$ cat src/rtl/audio_clkgen.sv
`timescale 1ns/1ps
module audio_clkgen (
  input  logic       mclk,
  input  logic       rst_n,
  input  logic [1:0] speed_sel,
  input  logic       halve_en,
  input  logic       master_sel,
  input  logic       ext_frame_clk,
  input  logic       ext_bit_clk,
  output logic       frame_clk,
  output logic       bit_clk,
  output logic       frame_start,
  output logic       cfg_err
);
  localparam int CW = 9;
  localparam logic [CW-1:0] ONE = 1;

  logic [CW-1:0] pos;
  logic [1:0]    spd_q;
  logic          half_q, mst_q, loaded_q;

  wire cfg_new = !loaded_q || speed_sel != spd_q || halve_en != half_q || master_sel != mst_q;

  always_ff @(posedge mclk or negedge rst_n) begin
    if (!rst_n) begin
      pos      <= '0;
      spd_q    <= 2'b00;
      half_q   <= 1'b0;
      mst_q    <= 1'b0;
      loaded_q <= 1'b0;
    end else if (cfg_new) begin
      pos      <= '0;
      spd_q    <= speed_sel;
      half_q   <= halve_en;
      mst_q    <= master_sel;
      loaded_q <= 1'b1;
    end else begin
      pos <= pos + ONE;
    end
  end

  wire       reserved = loaded_q && spd_q == 2'b11;
  wire       pre      = half_q & mst_q;
  wire       run      = loaded_q && mst_q && !reserved;
  wire [3:0] frame_lg = 4'd8 - {2'b00, spd_q} + {3'b000, pre};
  wire [3:0] bit_lg   = frame_lg - 4'd6;
  wire       direct   = run && bit_lg == 4'd0;

  wire [CW-1:0] fsh       = pos >> (frame_lg - 4'd1);
  wire [CW-1:0] bsh       = pos >> (bit_lg - 4'd1);
  wire [CW-1:0] frame_pos = pos & ((ONE << frame_lg) - ONE);

  wire gen_frame = run & fsh[0];
  wire gen_bit   = run & bsh[0];

  assign frame_clk   = (!loaded_q || reserved) ? 1'b0 :
                       mst_q ? gen_frame : ext_frame_clk;
  assign bit_clk     = (!loaded_q || reserved) ? 1'b0 :
                       !mst_q ? ext_bit_clk :
                       direct ? ~mclk : gen_bit;
  assign frame_start = run && (frame_pos >> pre) == '0;
  assign cfg_err     = loaded_q && (reserved || (!mst_q && half_q));
endmodule


$ cat config.mk
export PLATFORM = sky130hd
export DESIGN_NAME = audio_clkgen
export DESIGN_NICKNAME = d
export VERILOG_FILES = /design/src/rtl/audio_clkgen.sv
export SDC_FILE = /design/constraint.sdc
export NUM_CORES = 1
export LEC_CHECK = 0
export BUFFER_PORTS_ARGS = -buffer_cell sky130_fd_sc_hd__clkbuf_2
export CAP_MARGIN = 15
export CORE_UTILIZATION = 55
export DETAILED_ROUTE_END_ITERATION = 8
export PLACE_DENSITY = 0.75
export SYNTH_ARGS = -nofsm -noshare
export SYNTH_HDL_FRONTEND = slang
export SYNTH_SLANG_ARGS = --single-unit
export TNS_END_PERCENT = 5
$ cat constraint.sdc
create_clock -name mclk -period 2.8 [get_ports mclk]
set_clock_uncertainty 0.05 [all_clocks]
set_input_delay 0 -clock mclk [delete_from_list [all_inputs] [get_ports mclk]]
set_output_delay 0 -clock mclk [all_outputs]
set_load 0.05 [all_outputs]
# Word-level counts from Yosys, hierarchy flattened
# Index checks and enable logic that the tools add are counted.
# word_totals
ff_bits,14
inputBits,8
output_inout_bits,4
wordCells,48
# classes
add_sub_neg,7
n_eq_ne,4
shifts,4
n_mux,6
bitwise,5
reduce_logical,17
# ops
op,count
$shr 9x4->1,2
$add 9x1->9 const B,1
$and 9x9->9,1
$logic_not 9->1,1
$mux 9,1
$shl 1x4->9 const A,1
$shr 9x1->9,1
$sub 9x1->9 const B,1
$sub 4x1->4 const B,2
$logic_and 1x1->1,7
$logic_or 1x1->1,5
$mux 1,5
$add 4x1->4,1
$logic_not 4->1,1
$sub 4x2->4 const A,1
$sub 4x3->4 const B,1
$and 1x1->1,3
$logic_not 1->1,3
$eq 2x2->1 const B,1
$ne 1x1->1,2
$ne 2x2->1,1
$not 1->1,1

# Logic depth before layout (Yosys ltp)
# Gate-level depths: netlist of the first run.
# logic_depth
depth_word,9
ltp_mapped,10
ltp_nobuf,9

==> reports/metrics.csv, run 1 <==
metric,value,unit
grt total ovfl,0,
pin count of the biggest net entering global routing,15,
master of the slowest instance on the critical path,fa_2,
nets in the synthesized netlist,147,
via count of the first global-routing pass,947,
Post-synth EDFFs,0,
met3 routed WL,191,um
count of filler cells inserted in the layout,151,
count of input and output buffers,11,
crit-path max cell delay,580,ps
"Top FF cell, synth",dfrtp_1,
count of max-cap constraint violations,0,
Final min period,2820,ps
routed wire length,2870,um
Setup Viol. Count Final,1,
RSZ-0062 raised after global routing,true,
top cells by area in the synthesized netlist,"dfrtp_1 31%, ha_1 11%, mux4_2 5.9%",
leading cell type by number of instances after synthesis,dfrtp_1,
logic depth of the worst register-to-register path,5,
achievable frequency,354,MHz
cell-by-cell listing of the critical path,nand2_2 -> ha_4 -> inv_6 -> fa_2 -> mux4_2 -> a32oi_2 -> a31oi_2 -> buf_8,
normalized max-slew margin,60.7,%
total negative slack,-23.1,ps
count of cell types in the netlist,37,
layout overhead on the synthesized area,30.8,%
"Endpoint, Worst Hold",spd_q[1]$_DFFE_PN0N_,
hold path startpoint,speed_sel[1],
Via density,5.95,
overall die area,2260,sq um
category of the critical setup timing path,reg -> out,
core utilization of the finished layout,76.1,%
list of most frequent post-synthesis cells,"14 x dfrtp_1, 13 x nor2_1, 10 x ha_1, 10 x nand2_1, 9 x inv_1",
number of diodes,0,
period utilization,101,%
final RePlAce weighted congestion,0.765,
sequential fraction of the synthesis area,30.7,%
share of cells above drive strength 1,30.1,%
fraction of synthesized cell area taken by the top area cell type,30.7,%
number of core rows,16,
Post-Synthesis Cell Area,1140,sq um
Hold Crit Class,in -> reg,
Nets,173,
pwr/cell area,405,nW/um^2
vias post-DR,1071,
detailed-route wire length per cell,16.0,um
number of nets with antenna violations after detailed routing,0,
sum of met2 wire segment lengths after detailed routing,1450,um
CP Data Arrival Time,2770,ps
final instance area,1490,sq um
worst reg2reg setup slack,1340,ps
die height,47.6,um
Initial DRC Count,32,
Hold Path Depth,2,
Critical Path Sink Type,output pin,
placeable core area,1960,sq um
placed wire-length estimate after detailed placement,1840,um
endpoint of the worst-slack reg-to-reg timing path,pos[1]$_DFF_PN0_,
maximum fanout along the worst path,3,
Max VDD drop,0.491,mV
Initial Util,58.2,%
failing checks,setup timing,
final setup margin,-23.1,ps
kind of launch point of the worst setup path,flip-flop,
detailed-route wire length on metal 1,1170,um
required time at the worst-slack endpoint,2750,ps
share of async-settable or async-resettable flops after synthesis,100,%
leakage power,0.597,nW
gate count of the mapped netlist,128,
CTS tree,built,
final-report hold violation count,0,
I/O Pins,12,
"flops & latches, synth",14,
DRC,0,
all-layer global routing usage,27.0,%
global-route wire length before repair,3940,um
Critical path buffers and inverters,2,
first-pass detailed-route iteration total,4,
number of pins with negative max-slew slack in the final report,0,
average size of a mapped cell,8.92,sq um
leading area contributor after synthesis,dfrtp_1,
clk_lat worst skew,410,ps
result of the run,"complete, but fails checks",
clock input transition at the sequential cells of the worst setup and hold paths,80,ps
placed cell areas,1230,sq um
crit-path leading delay family,adder cells,
highest metal used,met4,
startpoint of the worst register-to-register path,mst_q$_DFFE_PN0N_,
Yosys warning count,0,
slew at the pin closest to its max-slew limit,587,ps
number of antenna violations at the first check in global routing,0,
DIE WIDTH,47.6,um
-- power by group --
part           leakage (nW)  switching, W  internal, W  total [W]
sequential            0.184    0.00000473     0.000206   0.000211
clock                0.0454     0.0000864     0.000131   0.000217
combinational         0.367     0.0000956    0.0000816   0.000177
total                 0.597      0.000187     0.000418   0.000605
-- cell families after synthesis --
logic type	after synthesis	synth area share, %
AO/OA/AOI/OAI	23	13.8
XOR/XNOR	12	9.20
adder cells (fa/ha/maj)	11	12.7
buffers and inverters	17	6.24
flip-flops	14	30.7
multiplexers	3	5.91
other	1	0.328
AND/OR/NAND/NOR	47	21.1
-- cell type report --
class | instances | area (sq um) | share of cell area [%]
multi-input cells | 97 | 803 | 53.8
flip-flops and latches | 14 | 350 | 23.5
repair buffers | 25 | 198 | 13.2
clock buffers | 8 | 70.1 | 4.69
inverters | 9 | 38.8 | 2.60
well taps | 27 | 33.8 | 2.26
-- stage by stage --
stage / instances / power, W / worst slack (ps) / hold slack [ps]
5_1_grt: 180 / 0.000635 / -115 / 193
3_5_place_dp: 162 / 0.000353 / 107 / -135
4_1_cts: 178 / 0.000592 / -19.8 / 212
6_report: 180 / 0.000605 / -23.1 / 213
3_3_place_gp: 162 / 0.000349 / 183 / -142
2_1_floorplan: 128 / 0.000320 / 45.0 / -346
-- layout by cell type, fill, tap and decap left out, drive strengths merged, types with 2 or more instances in the layout --
cell         Yosys  routed
dlygate4sd3      0       6
nor3             4       4
xnor2            6       6
ha              10      10
a21boi           2       2
inv              9       9
buf              1      12
nand4            2       2
nor4b            3       3
a31oi            2       2
mux4             3       3
nand2b           2       2
clkbuf           7      15
o21ai            8       8
dfrtp           14      14
nand3            6       6
nand2           10      10
nor2            13      13
a211oi           2       2
xor2             6       6
-- worst max path at each step --
| stage | depth (start not counted) | slack [ps] | startpoint | to |
|---|---|---|---|---|
| 6_report | 8 | -20 | mst_q$_DFFE_PN0N_ | frame_clk |
| 5_1_grt | 8 | -120 | mst_q$_DFFE_PN0N_ | frame_clk |
| 4_1_cts | 8 | -20 | mst_q$_DFFE_PN0N_ | frame_clk |
| 3_5_place_dp | 10 | 110 | half_q$_DFFE_PN0N_ | frame_start |
| 3_3_place_gp | 10 | 180 | half_q$_DFFE_PN0N_ | frame_start |
| 2_1_floorplan | 7 | 40 | mst_q$_DFFE_PN0N_ | bit_clk |
-- registers in the layout, indices dropped and copies added, names as in the netlist --
signal / flops
pos: 9
spd_q: 2
half_q: 1
loaded_q: 1
mst_q: 1
-- repair_timing --
| action | 4_1_cts | 5_1_grt |
|---|---|---|
| resized for setup | 18 | 9 |
| pin swaps | 4 | 9 |
| hold endpoints to repair | 18 | 0 |
| setup endpoints to repair | 3 | 3 |
| buffers inserted | 3 | 2 |
| hold buffers | 6 | 0 |
-- routing by layer --
metal | up-vias | global-route usage [%]
met1 | 506 | 31.2
met4 | 0 | 17.8
met2 | 59 | 42.2
li1 | 500 | -
met5 | - | 0
met3 | 6 | 9.81
-- worst register-to-register path, cell delays in order, from the launching register on --
cell     delay, ps
dfrtp_1        400
buf_4          170
xor2_1         160
nor3_1         160
nand3_1        270
nor2_1         180
(Power assumes the default switching activity.)
==> run 2, diff against run 1 <==
- CORE_UTILIZATION: 55 -> 36
- PLACE_DENSITY: 0.75 -> default
==> run 2 against run 1 <==
Net effect:
- the run still ends with setup timing left
- combinational power barely moved
- count of clock-buffer cells in the layout decreased by 1
- global-route usage decreased by 8.9 points
- cell count is 8.9% higher
- critical endpoint is now bit_clk
- largest cell class unchanged
- highest routed layer unchanged
==> reports/metrics.csv, run 2 (synthesis results as in run 1) <==
metric,value,unit
result of the run,"complete, but fails checks",
failing checks,setup timing,
I/O Pins,12,
count of filler cells inserted in the layout,264,
overall die area,3400,sq um
number of antenna violations at the first check in global routing,0,
final setup margin,-12.2,ps
Initial Util,37.7,%
detailed-route wire length per cell,14.1,um
Hold Crit Class,in -> async,
count of max-cap constraint violations,0,
Final min period,2810,ps
count of input and output buffers,11,
pin count of the biggest net entering global routing,15,
largest registers,"pos (9), spd_q (2)",
clock input transition at the sequential cells of the worst setup and hold paths,80,ps
"most common cell after layout, fill and taps aside",dfrtp_1,
master of the slowest instance on the critical path,fa_2,
number of pins with negative max-slew slack in the final report,0,
maximum fanout along the worst path,3,
global-route wire length before repair,4590,um
final-report hold violation count,0,
vias post-DR,1030,
die height,58.3,um
layout overhead on the synthesized area,31.3,%
total negative slack,-12.2,ps
Sequential cell area,350,sq um
Placement Setup Slack,156,ps
pwr/cell area,377,nW/um^2
first-pass detailed-route iteration total,4,
all-layer global routing usage,18.1,%
via count of the first global-routing pass,1029,
number of core rows,20,
final standard cell count with taps included and fillers excluded,196,
period utilization,100,%
number of diodes,0,
routed wire length,2770,um
leakage power,0.592,nW
placeable core area,3030,sq um
placed cell areas,1260,sq um
Critical Path Sink Type,output pin,
cell-by-cell listing of the critical path,nand2_2 -> ha_4 -> inv_6 -> fa_2 -> buf_6 -> mux4_2 -> a31oi_1 -> nor2_1 -> clkbuf_8,
Nets,173,
number of nets with antenna violations after detailed routing,0,
grt total ovfl,0,
share of cells above drive strength 1,29.6,%
most frequent cells in the layout,"14 x dfrtp_1, 13 x nor2_1, 9 x nand2_1, 9 x buf_4",
final RePlAce weighted congestion,0.822,
DRC,0,
crit-path max cell delay,560,ps
Via density,5.26,
clk_lat worst skew,370,ps
Setup Viol. Count Final,1,
Critical path buffers and inverters,3,
multi-input logic area,800,sq um
RSZ-0062 raised after global routing,true,
placed wire-length estimate after detailed placement,1950,um
CP Data Arrival Time,2760,ps
DP Cell Count,180,
core utilization of the finished layout,49.5,%
CTS tree,built,
Max VDD drop,0.329,mV
crit-path leading delay family,adder cells,
achievable frequency,356,MHz
DIE WIDTH,58.3,um
final instance area,1500,sq um
Reg with most FFs,pos,
category of the critical setup timing path,reg -> out,
number of flip-flops under the largest register name,9,
Initial DRC Count,142,
kind of launch point of the worst setup path,flip-flop,
required time at the worst-slack endpoint,2750,ps
run 2: worst reg2reg max path, cell delays in order (launching register included):
cell	delay, ps
dfrtp_1	400
buf_4	170
xor2_1	160
nor3_1	170
nand3_1	290
nor2_1	190
run 2: what timing repair did:
item	in CTS	in global routing
pin swaps	2	5
hold endpoints to repair	18	0
buffers inserted	2	3
resized for setup	14	11
setup endpoints to repair	3	3
hold buffers	5	0
run 2: where the power goes:
group | switching, W | total, W | internal [W]
clock | 0.0000764 | 0.000178 | 0.000101
sequential | 0.00000494 | 0.000211 | 0.000206
combinational | 0.0000930 | 0.000178 | 0.0000846
total | 0.000174 | 0.000566 | 0.000392
run 2: metrics by stage:
| step | hold WS (ps) | power, W |
|---|---|---|
| floorplan | -346 | 0.000320 |
| global placement | -127 | 0.000355 |
| detailed placement | -123 | 0.000358 |
| CTS | 11.7 | 0.000552 |
| global route | 37.3 | 0.000606 |
| finish | 12.0 | 0.000566 |
run 2: final timing paths:
kind	start	end	cells after the start	slack, ps
worst min-delay path	rst_n	pos[7]$_DFF_PN0_	2	10
worst min register to register	pos[0]$_DFF_PN0_	pos[0]$_DFF_PN0_	1	520
worst max-delay path	mst_q$_DFFE_PN0N_	bit_clk	9	-10
worst max register to register	mst_q$_DFFE_PN0N_	pos[2]$_DFF_PN0_	5	1300
min in group mclk	master_sel	mst_q$_DFFE_PN0N_	2	250
max in group asynchronous	rst_n	pos[3]$_DFF_PN0_	2	2420
run 2: final cells by class:
cell class / count / area share (%)
tap: 44 / 3.67
timing repair buffer: 25 / 13.2
inverter: 9 / 2.59
clock buffer: 7 / 3.92
multi-input combinational: 97 / 53.3
sequential: 14 / 23.4
run 2: per-layer routing:
layer	wire [um]	GRT usage, %	vias to the layer above
li1	-	-	501
met1	1230	22.8	499
met2	1440	29.1	24
met3	75	4.62	6
met4	25	8.50	0
met5	0	0	-
==> run 3, diff against run 2 <==
- CTS_BUF_LIST: default -> sky130_fd_sc_hd__clkbuf_16
==> run 3 against run 2 <==
Net effect:
- the run now ends clean
- critical path depth did not move
- sequential cell count unchanged
- register-to-register slack worse by 110 ps
- die area unchanged
- non-clock buffer count grew 1
- largest cell class unchanged
- combinational power hardly changed
- count of clock-buffer cells in the layout did not move
- clock power rose to 2.7 times the previous value
- core utilization increased by 3.7 points
- wire length is 9.2% higher
- maximum frequency grew 1.2%
- cell area up 7.5%
==> reports/metrics.csv, run 3 (synthesis results as in run 1) <==
metric,value,unit
total negative slack,0,ps
sequential power share,24.4,%
endpoint of the worst-slack reg-to-reg timing path,pos[0]$_DFF_PN0_,
DP Cell Count,180,
largest registers,"pos (9), spd_q (2)",
vias post-DR,1063,
RSZ-0062 raised after global routing,true,
Hold Crit Class,in -> async,
count of input and output buffers,11,
final-report hold violation count,0,
startpoint of the worst register-to-register path,mst_q$_DFFE_PN0N_,
share of cells above drive strength 1,29.4,%
proportion of power drawn by the clock network,54.9,%
Initial DRC Count,113,
final RePlAce weighted congestion,0.822,
category of the critical setup timing path,reg -> out,
kind of launch point of the worst setup path,flip-flop,
final standard cell count with taps included and fillers excluded,197,
first-pass detailed-route iteration total,4,
met3 routed WL,158,um
DRC,0,
global-route wire length before repair,4980,um
number of pins with negative max-slew slack in the final report,0,
Max VDD drop,0.520,mV
maximum fanout along the worst path,3,
number of diodes,0,
P_int,0.000664,W
grt total ovfl,0,
Logic pwr share,20.7,%
CP Data Arrival Time,2730,ps
achievable frequency,360,MHz
core utilization of the finished layout,53.3,%
pin count of the biggest net entering global routing,15,
via count of the first global-routing pass,1089,
overall die area,3400,sq um
placed wire-length estimate after detailed placement,1950,um
Critical Path Sink Type,output pin,
die height,58.3,um
most frequent cells in the layout,"14 x dfrtp_1, 13 x nor2_1, 10 x buf_4",
Reg with most FFs,pos,
highest metal used,met4,
count of max-cap constraint violations,0,
Initial Util,37.7,%
number of nets with antenna violations after detailed routing,0,
"most common cell after layout, fill and taps aside",dfrtp_1,
pwr/cell area,540,nW/um^2
I/O Pins,12,
result of the run,"complete, no violations",
CTS tree,built,
Nets,174,
Placement Setup Slack,156,ps
sum of met2 wire segment lengths after detailed routing,1550,um
routed wire length,3020,um
number of core rows,20,
DIE WIDTH,58.3,um
detailed-route wire length on metal 1,1210,um
logic depth of the worst register-to-register path,6,
required time at the worst-slack endpoint,2750,ps
period utilization,99.2,%
placeable core area,3030,sq um
worst reg2reg setup slack,1190,ps
number of flip-flops under the largest register name,9,
all-layer global routing usage,20.1,%
layout overhead on the synthesized area,41.2,%
clk_lat worst skew,350,ps
Final min period,2780,ps
Setup Viol. Count Final,0,
switching power share of the total,23.7,%
leakage power,0.646,nW
Via density,5.40,
clock input transition at the sequential cells of the worst setup and hold paths,40,ps
final setup margin,22.1,ps
detailed-route wire length per cell,15.3,um
switching pwr,0.000207,W
number of antenna violations at the first check in global routing,0,
[run 3: worst max path at each step]
| stage | startpoint | endpoint | slack, ps | cells past startpoint |
|---|---|---|---|---|
| final | mst_q$_DFFE_PN0N_ | bit_clk | 20 | 9 |
| after global routing | half_q$_DFFE_PN0N_ | frame_start | -80 | 10 |
| after CTS | spd_q[0]$_DFFE_PN0N_ | frame_start | -30 | 9 |
| after detailed placement | spd_q[0]$_DFFE_PN0N_ | frame_start | 160 | 9 |
| after global placement | half_q$_DFFE_PN0N_ | frame_start | 200 | 10 |
| after floorplan | mst_q$_DFFE_PN0N_ | bit_clk | 40 | 7 |
[run 3: power groups by stage]
| stage | combinational [W] | sequential [W] | clock [W] |
|---|---|---|---|
| final | 0.000180 | 0.000212 | 0.000478 |
| after global routing | 0.000196 | 0.000212 | 0.000506 |
| after CTS | 0.000149 | 0.000211 | 0.000489 |
| after detailed placement | 0.000135 | 0.000215 | 0.00000870 |
| after global placement | 0.000132 | 0.000215 | 0.00000870 |
| after floorplan | 0.0000979 | 0.000214 | 0.00000769 |
[run 3: layout make-up]
cell class	instances	area, sq um
clock buffers	7	164
fillers	250	1420
inverters	9	38.8
multi-input cells	97	802
flip-flops and latches	14	350
well taps	44	55.1
repair buffers	26	203
[run 3: metal layers]
layer,GRT usage [%],vias up
met5,0,-
met4,14.3,0
met3,6.81,13
met2,30.4,38
met1,24.0,513
li1,-,499
[run 3: critical path, stage by stage, from the launching register on]
cell and delay (ps):
dfrtp_1 360, nand2_2 80, ha_4 290, inv_6 40
fa_2 560, buf_6 110, mux4_2 490, a31oi_1 190
nor2_1 70, clkbuf_8 170
[run 3: timing repair]
item / in CTS / in global routing
setup buffers: 2 / 4
hold buffers: 5 / 0
hold endpoints to repair: 18 / 0
setup endpoints to repair: 3 / 3
gates cloned: 0 / 0
pin swaps: 2 / 5
gates resized for setup: 9 / 15
[run 3: per-stage QoR]
step / power [W] / hold slack, ps / cell area (sq um)
6_report: 0.000871 / 36.8 / 1610
4_1_cts: 0.000849 / 47.1 / 1510
3_5_place_dp: 0.000358 / -123 / 1260
3_3_place_gp: 0.000355 / -127 / 1260
5_1_grt: 0.000914 / 81.8 / 1610
2_1_floorplan: 0.000320 / -346 / 1150
